**src/rtl/barrel_shift_pkg.sv**
```systemverilog
package barrel_shift_pkg;
    typedef enum logic [2:0] {
        SK_LSL = 3'd0,
        SK_LSR = 3'd1,
        SK_ASR = 3'd2,
        SK_ROR = 3'd3,
        SK_RRX = 3'd4
    } shift_kind_e;
endpackage

```
**src/rtl/shift_amount_classify.sv**
```systemverilog
module shift_amount_classify #(
    parameter int W     = 32,
    parameter int AMT_W = 8,
    localparam int SH_W = $clog2(W)
) (
    input  logic [AMT_W-1:0] amount,
    output logic             is_zero,
    output logic             is_full,
    output logic             is_over,
    output logic [SH_W-1:0]  low_amt,
    output logic [SH_W-1:0]  neg_amt
);
    always_comb begin
        is_zero = (amount == '0);
        is_full = (int'(amount) == W);
        is_over = (int'(amount) > W);
        low_amt = amount[SH_W-1:0];
        neg_amt = SH_W'(0) - amount[SH_W-1:0];
    end
endmodule

```
**src/rtl/shift_rotator.sv**
```systemverilog
module shift_rotator #(
    parameter int W = 32,
    localparam int SH_W = $clog2(W)
) (
    input  logic [W-1:0]    din,
    input  logic [SH_W-1:0] rot,
    output logic [W-1:0]    dout
);
    logic [W-1:0] stage [SH_W+1];

    assign stage[0] = din;

    for (genvar g = 0; g < SH_W; g++) begin : g_stage
        localparam int D = 1 << g;
        assign stage[g+1] = rot[g] ? {stage[g][D-1:0], stage[g][W-1:D]} : stage[g];
    end

    assign dout = stage[SH_W];
endmodule

```
**src/rtl/barrel_shift_unit.sv**
```systemverilog
module barrel_shift_unit
    import barrel_shift_pkg::*;
#(
    parameter int W     = 32,
    parameter int AMT_W = 8
) (
    input  logic [2:0]       shift_kind,
    input  logic [AMT_W-1:0] shift_amount,
    input  logic [W-1:0]     operand,
    input  logic             carry_in,
    output logic [W-1:0]     result,
    output logic             carry_out,
    output logic             carry_update
);
    localparam int SH_W = $clog2(W);
    localparam logic [W-1:0] ONES = {W{1'b1}};

    shift_kind_e     kind_e;
    logic            is_zero, is_full, is_over;
    logic [SH_W-1:0] low_amt, neg_amt, rot_sel;
    logic [W-1:0]    rot_out, mask_r, mask_l, sign_fill;

    assign kind_e = shift_kind_e'(shift_kind);

    shift_amount_classify #(.W(W), .AMT_W(AMT_W)) u_classify (
        .amount  (shift_amount),
        .is_zero (is_zero),
        .is_full (is_full),
        .is_over (is_over),
        .low_amt (low_amt),
        .neg_amt (neg_amt)
    );

    assign rot_sel = (kind_e == SK_LSL) ? neg_amt : low_amt;

    shift_rotator #(.W(W)) u_rotator (
        .din  (operand),
        .rot  (rot_sel),
        .dout (rot_out)
    );

    assign mask_r    = ONES >> low_amt;
    assign mask_l    = ONES << low_amt;
    assign sign_fill = {W{operand[W-1]}};

    always_comb begin
        result       = operand;
        carry_out    = carry_in;
        carry_update = 1'b0;
        unique case (kind_e)
            SK_LSL: begin
                if (!is_zero) begin
                    carry_update = 1'b1;
                    if (is_over) begin
                        result    = '0;
                        carry_out = 1'b0;
                    end else if (is_full) begin
                        result    = '0;
                        carry_out = operand[0];
                    end else begin
                        result    = rot_out & mask_l;
                        carry_out = operand[neg_amt];
                    end
                end
            end
            SK_LSR: begin
                if (!is_zero) begin
                    carry_update = 1'b1;
                    if (is_over) begin
                        result    = '0;
                        carry_out = 1'b0;
                    end else if (is_full) begin
                        result    = '0;
                        carry_out = operand[W-1];
                    end else begin
                        result    = rot_out & mask_r;
                        carry_out = operand[low_amt - SH_W'(1)];
                    end
                end
            end
            SK_ASR: begin
                if (!is_zero) begin
                    carry_update = 1'b1;
                    if (is_over || is_full) begin
                        result    = sign_fill;
                        carry_out = operand[W-1];
                    end else begin
                        result    = (rot_out & mask_r) | (sign_fill & ~mask_r);
                        carry_out = operand[low_amt - SH_W'(1)];
                    end
                end
            end
            SK_ROR: begin
                if (!is_zero) begin
                    carry_update = 1'b1;
                    result       = rot_out;
                    carry_out    = rot_out[W-1];
                end
            end
            SK_RRX: begin
                carry_update = 1'b1;
                result       = {carry_in, operand[W-1:1]};
                carry_out    = operand[0];
            end
            default: begin
                result       = operand;
                carry_out    = carry_in;
                carry_update = 1'b0;
            end
        endcase
    end
endmodule

```
**config.mk**
```make
export PLATFORM = sky130hd
export DESIGN_NAME = barrel_shift_unit
export DESIGN_NICKNAME = d
export VERILOG_FILES = /design/src/rtl/barrel_shift_pkg.sv /design/src/rtl/shift_amount_classify.sv /design/src/rtl/shift_rotator.sv /design/src/rtl/barrel_shift_unit.sv
export SDC_FILE = /design/constraint.sdc
export NUM_CORES = 1
export LEC_CHECK = 0
export ABC_AREA = 1
export CORE_MARGIN = 2
export CORE_UTILIZATION = 45
export DETAILED_ROUTE_END_ITERATION = 7
export DONT_BUFFER_PORTS = 1
export SYNTH_ARGS = -nofsm -noshare
export SYNTH_HDL_FRONTEND = slang
export SYNTH_SLANG_ARGS = --single-unit
```
**constraint.sdc**
```tcl
create_clock -name vclk -period 2.8
set_input_delay 0.28 -clock vclk [all_inputs]
set_output_delay 0.28 -clock vclk [all_outputs]
set_load 0.02 [all_outputs]
```
# After elaboration in Yosys (flattened, before gate mapping)

Index checks and enable logic that the tools add are counted.

Bits in read-only memories: 0
Word-level logic and storage cells: 53
Bits in registers: 0
Output and inout bits: 34
RAM bits: 0
Input bits: 44
Bits in latches: 0
Memories: 0

Bitwise operators: 5
Eq/ne operators: 5
$add $sub $neg: 2
Div/mod/pow operators: 0
Multiply operators: 0
Shifts and indexed selects: 2
Multiplexer cells: 32
Reduce and logical (&&, ||, !) cells: 4
$lt $le $gt $ge: 3

Operators by type and width:

| operator                | number |
|---|---|
| $mux W32                | 14 |
| $pmux W32 S5            | 1 |
| $and A32 B32 Y32        | 3 |
| $not A32 Y32            | 1 |
| $or A32 B32 Y32         | 1 |
| $shl A32 B5 Y32 const A | 1 |
| $shr A32 B5 Y32 const A | 1 |
| $lt A5 B6 Y1 const B    | 2 |
| $mux W1                 | 12 |
| $bmux W1 S5             | 2 |
| $eq A8 B7 Y1 const B    | 1 |
| $gt A8 B6 Y1 const B    | 1 |
| $logic_not A8 Y1        | 1 |
| $eq A3 B2 Y1 const B    | 2 |
| $mux W5                 | 1 |
| $pmux W1 S5             | 1 |
| $sub A1 B5 Y5 const A   | 1 |
| $sub A5 B1 Y5 const B   | 1 |
| $reduce_or A4 Y1        | 1 |
| $eq A3 B1 Y1 const B    | 1 |
| $eq A3 B3 Y1 const B    | 1 |
| $logic_not A3 Y1        | 1 |
| $pmux W1 S2             | 1 |
| $logic_or A1 B1 Y1      | 1 |

# Logic depth before layout (Yosys ltp)

Gate-level depths: netlist (run 1).

Depth after elaboration: 12
Depth in mapped cells: 21

# Hierarchy

A second synthesis (run 1) with hierarchy kept.

Cells, all modules: 1037
Area, all modules: 5191.2 um2

By module, submodules not included:

| module                | cells an instance | area an instance (um2) | instances |
|---|---|---|---|
| barrel_shift_unit     | 615               | 3050.4                 | 1 |
| shift_rotator         | 392               | 1974.4                 | 1 |
| shift_amount_classify | 30                | 166.4                  | 1 |

# Worst setup path before layout (run 1)

OpenSTA, ideal clock, no wires.

Path type: input to output
Start point: in shift_amount[0]
End point: out result[0]
Data arrival time: 2.868 ns
Buffers on the path: 4
Cell stages on the path: 17
Setup slack: -0.348 ns
Data required time: 2.520 ns
Path through: buf_2 -> inv_2 -> buf_2 -> ha_1 -> ha_1 -> buf_2 -> clkinv_1 -> o21ai_2 -> buf_2 -> nand3_1 -> nand3_1 -> nand3_1 -> nand3_1 -> nand2_1 -> nand2_1 -> nand2_1 -> a21oi_1

Word-level cells in the longest chain between the ends: 12

RTL lines:

| item                                          | RTL line                                                                  | source |
|---|---|---|
| from (decl)                                   | barrel_shift_unit.sv:8                                                    | `input logic [AMT_W-1:0] shift_amount,` |
| $sub A1 B5 Y5                                 | shift_amount_classify.sv:18                                               | `neg_amt = SH_W'(0) - amount[SH_W-1:0];` |
| $mux W5                                       | barrel_shift_unit.sv:34                                                   | `assign rot_sel = (kind_e == SK_LSL) ? neg_amt : low_amt;` |
| $mux W32 (5 in a row)                         | shift_rotator.sv:15                                                       | `assign stage[g+1] = rot[g] ? {stage[g][D-1:0], stage[g][W-1:D]} : stage[g];` |
| $and A32 B32 Y32, on equally long branches    | barrel_shift_unit.sv:76, barrel_shift_unit.sv:88, barrel_shift_unit.sv:61 |  |
| $or A32 B32 Y32, or another cell as far along | barrel_shift_unit.sv:88                                                   | `result = (rot_out & mask_r) \| (sign_fill & ~mask_r);` |
| $mux W32, on equally long branches            | barrel_shift_unit.sv:84, barrel_shift_unit.sv:54, barrel_shift_unit.sv:69 |  |
| $mux W32, on equally long branches            | barrel_shift_unit.sv:82, barrel_shift_unit.sv:52, barrel_shift_unit.sv:67 |  |
| $pmux W32 S5 (*)                              | barrel_shift_unit.sv:50                                                   | `unique case (kind_e)` |
| to (decl)                                     | barrel_shift_unit.sv:11                                                   | `output logic [W-1:0] result,` |

Every way passes the cells marked *; elsewhere a longest branch is shown, timed or not.

# Worst setup path after layout (run 1)

Start point: in shift_kind[2]
End point: out result[26]

Word-level cells in the longest chain between the ends: 12

RTL lines:

| item                                          | RTL line                                                                  | source |
|---|---|---|
| from (decl)                                   | barrel_shift_unit.sv:7                                                    | `input logic [2:0] shift_kind,` |
| $logic_not A3 Y1                              | barrel_shift_unit.sv:34, barrel_shift_unit.sv:50                          |  |
| $mux W5                                       | barrel_shift_unit.sv:34                                                   |  |
| $mux W32 (5 in a row)                         | shift_rotator.sv:15                                                       |  |
| $and A32 B32 Y32, on equally long branches    | barrel_shift_unit.sv:76, barrel_shift_unit.sv:88, barrel_shift_unit.sv:61 |  |
| $or A32 B32 Y32, or another cell as far along | barrel_shift_unit.sv:88                                                   |  |
| $mux W32, on equally long branches            | barrel_shift_unit.sv:84, barrel_shift_unit.sv:54, barrel_shift_unit.sv:69 |  |
| $mux W32, on equally long branches            | barrel_shift_unit.sv:82, barrel_shift_unit.sv:52, barrel_shift_unit.sv:67 |  |
| $pmux W32 S5 (*)                              | barrel_shift_unit.sv:50                                                   |  |

Marked as above.

==> out/metrics.csv, run 1 <==
stage,metric,value,unit
floorplanning,Die W,112,µm
synthesis,cell count after synthesis,1137,
worst_setup_path,critical path capture point type,primary output,
timing,Final WS setup,0.0186,ns
synthesis,register area share after synthesis,0,
synthesis,Post-Syn Area,0.00523,mm²
placement,Port Buf Inserts,0,
routing,Post-route DRC,0,
routing,remaining antenna violation count,0,
power_and_ir_drop,Pleak,0.00315,µW
power_and_ir_drop,total power draw,1420,µW
layout,# diodes,0,
layout,"commonest non-fill, non-tap cell in the layout",nand2_1,
timing,Max-Slew Margin vs Limit,0.392,
layout,count of non-filler cells in the finished layout,1298,
clock_network,hold buffers post-CTS,0,
global_routing,total grt overflow,0,
worst_setup_path,crit path DAT,2.50,ns
floorplanning,DIE AREA,0.0125,mm²
worst_setup_path,crit path max fanout,9,
worst_setup_path,worst path cell trace,inv_2 -> nand2_1 -> nor2_2 -> nand2_1 -> inv_1 -> nand2_1 -> o211ai_1 -> a21oi_1 -> o22ai_1 -> a21oi_1 -> a21oi_1 -> buf_4,
global_routing,vias in the first global route,7488,
timing,WHS,0.755,ns
layout,share of layout cells above drive strength 1,0.129,
placement,placed cell count,1293,
worst_setup_path,CP max-delay cell,nor2_2,
worst_setup_path,delay of the slowest critical-path stage,0.31,ns
timing,Final Hold Viols,0,
placement,area of placed instances,0.00591,mm²
worst_hold_path,Hold Path Class,in -> out,
layout,clock buffers,0,
run,Max Cap Viol,0,
layout,register area,0,µm²
placement,post-DP HPWL,22900,µm
worst_setup_path,Setup Crit Path Kind,in -> out,
layout,Seq cells,0,
floorplanning,IO Pins,78,
worst_setup_path,CP Buf/Inv Count,3,
routing,final wirelength,29400,µm
global_routing,largest net degree at the start of global routing,53,
outcome,status,"complete, no violations",
timing,Setup-failing EPs final,0,
layout,# nets final,1205,
routing,Initial DRC Count,1676,
synthesis,Yosys warning count,0,
worst_hold_path,HP Start,operand[17],
layout,area grow syn2layout,16.8,%
power_and_ir_drop,Max rail drop VDD,112,µV
worst_setup_path,top cell family by delay on the critical path,simple AND/OR/NAND/NOR gates,
floorplanning,Initial Util,0.460,
global_routing,overall global routing resource usage,0.443,
power_and_ir_drop,Pwr per Cell Area,233,mW/mm²
placement,RePlAce Congestion,1.14,
synthesis,Mapped Nets,1185,
worst_setup_path,Critical Path Source Type,input pin,
routing,DR vias/cell,6.59,
worst_setup_path,worst endpoint required time,2.52,ns
layout,Fillers,1284,
placement,pre-CTS setup slack,0.0875,ns
layout,area occupied by multi-input gates,0.00475,mm²
global_routing,initial antenna violation count,0,
floorplanning,Cell Rows,39,
floorplanning,die height,112,µm
synthesis,Netlist cell types,44,
global_routing,first-pass GRT wire length,43600,µm
routing,drt pass-1 iters,8,
worst_hold_path,Hold Path Cell Cnt,2,
timing,Fmax,360,MHz
routing,routed wire length per instance,22.7,µm
layout,"commonest cells after routing, fill and taps aside","nand2_1, nand3_1, nor2_1, inv_1, buf_4",
timing,Final Cycle Share,0.993,
worst_setup_path,worst setup path start,shift_kind[2],
timing,Final Max Tran Viols,0,
timing,Tmin final,2.78,ns
floorplanning,core area,0.0114,mm²
worst_hold_path,Hold Crit Endpoint,result[17],
layout,post-route cell area,0.00610,mm²
timing,Least-Margin Pin Slew,0.904,ns
routing,vias,8548,
synthesis,"Avg Cell Area, Syn",4.60,µm²
## layer usage
metal  GRT usage  routed length (µm)  vias to the layer above
met4       0.212                2350                        0
met5           0                   0                        -
met3       0.109                4460                      192
met2       0.667               11800                      781
li1            -                   -                     3862
met1       0.592               10800                     3713
## how the worst max path moves through the flow
stage | cells past startpoint | slack (ns) | end
after floorplan | 15 | 0.02 | result[12]
after global placement | 14 | 0.10 | carry_out
after detailed placement | 14 | 0.09 | carry_out
after CTS | 14 | 0.08 | carry_out
after global routing | 13 | -0.01 | result[5]
final | 12 | 0.02 | result[26]
## report_power, final
part	switching (µW)	internal, µW	leakage [µW]	total, µW
clock	0	0	0	0
sequential	0	0	0	0
combinational	972	449	0.00315	1420
total	972	449	0.00315	1420
## timing repair
action | in CTS | in global routing
endpoints found under the setup margin | 0 | 17
hold endpoints to repair | 0 | 0
buffers inserted | 0 | 2
gates resized for setup | 0 | 25
## synth_stat cells (all sizes together)
| master | instances | area [µm²] |
|---|---|---|
| a31oi | 2 | 12.5 |
| o21a | 2 | 15.0 |
| o211ai | 13 | 97.6 |
| nor4 | 1 | 6.26 |
| nor2 | 115 | 470 |
| o21ai | 65 | 344 |
| o311ai | 1 | 8.76 |
| nand3 | 241 | 1220 |
| inv | 108 | 405 |
| a21oi | 92 | 460 |
| buf | 39 | 196 |
| nand3b | 2 | 15.0 |
| a32oi | 1 | 8.76 |
| o221ai | 6 | 52.6 |
| a2111oi | 1 | 8.76 |
| clkinv | 3 | 11.3 |
| ha | 4 | 50.1 |
| clkbuf | 25 | 93.8 |
| nand4 | 5 | 31.3 |
| o32ai | 2 | 17.5 |
| nor3 | 7 | 35.0 |
| nand2 | 370 | 1420 |
| and2 | 2 | 12.5 |
| a211oi | 8 | 60.1 |
| o2111ai | 2 | 17.5 |
| a221oi | 9 | 78.8 |
| o31ai | 3 | 22.5 |
| o21bai | 1 | 7.51 |
| a21boi | 1 | 7.51 |
| a22oi | 4 | 30.0 |
| o22ai | 2 | 12.5 |
## layout make-up
cell class | count | area share
timing repair buffer | 82 | 0.122
multi-input combinational | 962 | 0.779
tap | 143 | 0.0293
inverter | 111 | 0.0699
## cell families after synthesis
| group | share of synthesized area |
|---|---|
| buffers and inverters | 0.135 |
| AO/OA/AOI/OAI | 0.242 |
| adder cells (fa/ha/maj) | 0.00958 |
| AND/OR/NAND/NOR | 0.614 |
## per-stage QoR
| step | util | setup TNS (ns) |
|---|---|---|
| floorplan | - | 0 |
| global placement | 0.520 | 0 |
| detailed placement | 0.520 | 0 |
| CTS | 0.520 | 0 |
| global route | 0.537 | -0.0232 |
| finish | 0.537 | 0 |
(Power assumes the default switching activity.)
==> inputs of run 2 (changes only) <==
==> constraint.sdc (replaced) <==
create_clock -name vclk -period 2.8
set_input_delay 0.28 -clock vclk [all_inputs]
set_output_delay 0.28 -clock vclk [all_outputs]
set_load 0.05 [all_outputs]
==> out/metrics.csv, run 2 (same netlist as run 1, synthesis figures left out) <==
stage,metric,value,unit
global_routing,largest net degree at the start of global routing,53,
layout,share of layout cells above drive strength 1,0.143,
floorplanning,Cell Rows,39,
timing,Fmax,365,MHz
timing,Final Max Tran Viols,0,
layout,clock buffers,0,
timing,Setup TNS,0,ns
routing,routed wire length per instance,23.2,µm
placement,placed cell count,1308,
worst_setup_path,Critical Path Source Type,input pin,
timing,Final Hold Viols,0,
layout,count of non-filler cells in the finished layout,1310,
timing,Final Cycle Share,0.979,
routing,Initial DRC Count,1832,
layout,Seq cells,0,
routing,vias,8611,
routing,Post-route DRC,0,
layout,# diodes,0,
worst_setup_path,crit path max fanout,34,
routing,final wirelength,30400,µm
layout,post-route cell area,0.00658,mm²
layout,# nets final,1217,
global_routing,first-pass GRT wire length,45600,µm
global_routing,vias in the first global route,7794,
global_routing,met1 usage,0.599,
timing,Max-Slew Margin vs Limit,0.492,
timing,Setup-failing EPs final,0,
placement,Port Buf Inserts,0,
placement,area of placed instances,0.00647,mm²
global_routing,M2 GR Usage,0.694,
worst_hold_path,Hold Path Class,in -> out,
global_routing,GRT met3 Usage,0.142,
layout,register area,0,µm²
floorplanning,IO Pins,78,
floorplanning,core area,0.0114,mm²
power_and_ir_drop,total power draw,1680,µW
layout,"commonest cells after routing, fill and taps aside","nand2_1, nand3_1, nor2_1, inv_1, a21oi_1",
run,Max Cap Viol,0,
global_routing,overall global routing resource usage,0.467,
global_routing,initial antenna violation count,0,
floorplanning,Die W,112,µm
global_routing,total grt overflow,0,
placement,RePlAce Congestion,1.14,
layout,"commonest non-fill, non-tap cell in the layout",nand2_1,
worst_setup_path,Setup Crit Path Kind,in -> out,
power_and_ir_drop,Max rail drop VDD,182,µV
outcome,status,"complete, no violations",
timing,Least-Margin Pin Slew,0.753,ns
floorplanning,Initial Util,0.460,
worst_setup_path,crit path DAT,2.46,ns
floorplanning,DIE AREA,0.0125,mm²
routing,remaining antenna violation count,0,
power_and_ir_drop,Pwr per Cell Area,256,mW/mm²
floorplanning,die height,112,µm
routing,drt pass-1 iters,7,
power_and_ir_drop,Pleak,0.00329,µW
global_routing,Most Crowded Layer GR,met2,
worst_setup_path,worst endpoint required time,2.52,ns
layout,area grow syn2layout,25.9,%
routing,DR vias/cell,6.57,
timing,Tmin final,2.74,ns
timing,RSZ-0062 raised after global routing,true,
placement,post-DP HPWL,24200,µm
worst_setup_path,critical path capture point type,primary output,
worst_hold_path,Hold Path Cell Cnt,2,
[run 2: cell types whose count changed in the layout (fill, tap and decap cells not counted), sizes merged]
cell / delta
buf: +14
clkbuf: -2
clkinvlp: +1
inv: -1
[run 2: layout make-up]
type | instances | area [µm²]
multi-input combinational | 962 | 4920
fill | 1259 | 4790
timing repair buffer | 94 | 1040
inverter | 111 | 444
tap | 143 | 179
[run 2: worst paths after layout]
kind                  slack, ns         end             from
worst max-delay path       0.06  result[17]  shift_amount[1]
worst min-delay path       0.84  result[12]      operand[12]
[run 2: timing repair]
item,in CTS,in global routing
resized for setup,0,22
hold buffers,0,0
endpoints found under the setup margin,0,25
buffers inserted,0,2
[run 2: per-stage QoR]
step | worst slack, ns | hold WS (ns) | util
global placement | 0.0901 | 0.831 | 0.569
finish | 0.0590 | 0.837 | 0.579
CTS | 0.0637 | 0.835 | 0.569
detailed placement | 0.0667 | 0.834 | 0.569
floorplan | 0.0209 | 0.786 | -
global route | -0.0409 | 0.839 | 0.579
[run 2: power breakdown]
part	switching, µW	internal, µW	total (µW)	leakage (µW)
sequential	0	0	0	0
clock	0	0	0	0
combinational	1130	549	1680	0.00329
[run 2: critical path, cell delays in order]
cell and delay (ns):
inv_1 0.06, ha_4 0.18, ha_4 0.34, clkinv_8 0.09, o21ai_4 0.14, buf_12 0.21, nand2_1 0.10, nand3_1 0.11
nand3_1 0.09, a21oi_1 0.44, o21a_1 0.23, nor2_4 0.05, buf_12 0.14
[run 2: metal layers]
metal / up-vias / wire, µm / share of wire
li1: 3877 / - / -
met3: 189 / 4760 / 0.16
met5: - / 0 / 0
met1: 3745 / 10800 / 0.36
met2: 800 / 12400 / 0.41
met4: 0 / 2350 / 0.078
==> inputs of run 3 (changes only) <==
RECOVER_POWER = 100   (was unset)
==> out/metrics.csv, run 3 (same netlist as run 1, synthesis figures left out) <==
stage,metric,value,unit
layout,# nets final,1217,
outcome,failing checks,DRC,
layout,area occupied by multi-input gates,0.00490,mm²
floorplanning,Die W,112,µm
routing,final wirelength,30300,µm
power_and_ir_drop,internal power,546,µW
placement,Port Buf Inserts,0,
power_and_ir_drop,Pleak,0.00329,µW
timing,Setup-failing EPs final,0,
power_and_ir_drop,Max rail drop VDD,183,µV
floorplanning,Initial Util,0.460,
power_and_ir_drop,Pwr per Cell Area,255,mW/mm²
floorplanning,Cell Rows,39,
placement,area of placed instances,0.00647,mm²
routing,top sig layer,met4,
global_routing,total grt overflow,0,
timing,Final Hold Viols,0,
routing,Routed met1 length,11100,µm
power_and_ir_drop,Clock Power Share,0,
layout,"commonest cells after routing, fill and taps aside","nand2_1, nand3_1, nor2_1, inv_1, a21oi_1",
timing,Max-Slew Margin vs Limit,0.486,
layout,final core utilization,0.577,
routing,routed wire length per instance,23.1,µm
clock_network,hold buffers post-CTS,0,
placement,pre-CTS setup slack,0.0667,ns
global_routing,vias in the first global route,7794,
floorplanning,die height,112,µm
worst_setup_path,critical path capture point type,primary output,
global_routing,first-pass GRT wire length,45600,µm
run,Max Cap Viol,0,
timing,RSZ-0062 raised after global routing,true,
timing,Final Max Tran Viols,0,
floorplanning,DIE AREA,0.0125,mm²
routing,Post-route DRC,5,
layout,post-route cell area,0.00656,mm²
layout,count of non-filler cells in the finished layout,1310,
power_and_ir_drop,switch share,0.674,
placement,RePlAce Congestion,1.14,
routing,remaining antenna violation count,0,
placement,post-DP HPWL,24200,µm
layout,share of layout cells above drive strength 1,0.141,
routing,met3 wire length,4550,µm
routing,DR vias/cell,6.53,
worst_setup_path,crit path max fanout,21,
layout,Fillers,1263,
global_routing,largest net degree at the start of global routing,53,
timing,Least-Margin Pin Slew,0.764,ns
floorplanning,IO Pins,78,
worst_setup_path,crit path DAT,2.50,ns
timing,Setup TNS,0,ns
timing,Tmin final,2.78,ns
layout,"commonest non-fill, non-tap cell in the layout",nand2_1,
power_and_ir_drop,Gate power share,1.000,
floorplanning,core area,0.0114,mm²
layout,# diodes,0,
power_and_ir_drop,Psw,1130,µW
routing,drt pass-1 iters,8,
layout,clock buffers,0,
outcome,status,finished with violations,
worst_setup_path,worst endpoint required time,2.52,ns
timing,Final Cycle Share,0.994,
routing,vias,8553,
global_routing,overall global routing resource usage,0.467,
power_and_ir_drop,Flop pwr share,0,
timing,Final WS setup,0.0164,ns
global_routing,initial antenna violation count,0,
layout,area grow syn2layout,25.5,%
worst_hold_path,Hold Path Class,in -> out,
routing,wire length on met2,12300,µm
placement,placed cell count,1308,
worst_setup_path,Critical Path Source Type,input pin,
worst_setup_path,Setup Crit Path Kind,in -> out,
routing,Initial DRC Count,1672,
layout,register area,0,µm²
layout,Seq cells,0,
timing,Fmax,359,MHz
run 3: cell types whose count changed in the layout (fill, tap and decap cells not counted):
cell,before,now
a21oi_1,71,73
a21oi_2,3,2
a21oi_4,18,17
a22oi_1,0,1
a22oi_2,4,3
buf_4,65,64
clkbuf_4,0,1
run 3: critical path: stages:
cell and delay, ns:
inv_1 0.09, ha_4 0.17, nand2_1 0.14, nor2_2 0.15, buf_4 0.16, nand2_2 0.16
clkbuf_4 0.31, buf_4 0.25, nand3_1 0.18, nand3_1 0.09, a22oi_1 0.32, buf_12 0.19
run 3: power groups by stage:
stage / logic, µW / registers [µW] / clock network (µW)
after floorplan: 1070 / 0 / 0
after global placement: 1580 / 0 / 0
after detailed placement: 1580 / 0 / 0
after CTS: 1590 / 0 / 0
after global routing: 1760 / 0 / 0
final: 1670 / 0 / 0
run 3: final cells by class:
class | count | share of cell area
Multi-Input combinational cell | 962 | 0.746
Inverter | 111 | 0.0677
Timing Repair Buffer | 94 | 0.159
Tap cell | 143 | 0.0273
run 3: final timing paths:
path,start,endpoint,slack (ns),cells past startpoint
worst max-delay path,shift_amount[1],result[29],0.02,12
worst min-delay path,operand[12],result[12],0.84,2
run 3: through the flow:
| stage | total power [µW] | hold WS, ns |
|---|---|---|
| floorplan | 1070 | 0.786 |
| global placement | 1580 | 0.831 |
| finish | 1670 | 0.837 |
| global route | 1760 | 0.839 |
| CTS | 1590 | 0.835 |
| detailed placement | 1580 | 0.834 |
run 3: repair_timing:
action | in CTS | in global routing
resized for setup | 0 | 22
buffers inserted | 0 | 2
endpoints found under the hold margin | 0 | 0
endpoints found under the setup margin | 0 | 25
run 3: routing by layer:
layer,track usage,vias to the layer above
met2,0.694,746
met4,0.261,0
met1,0.599,3742
met3,0.142,185
met5,0,-
li1,-,3880
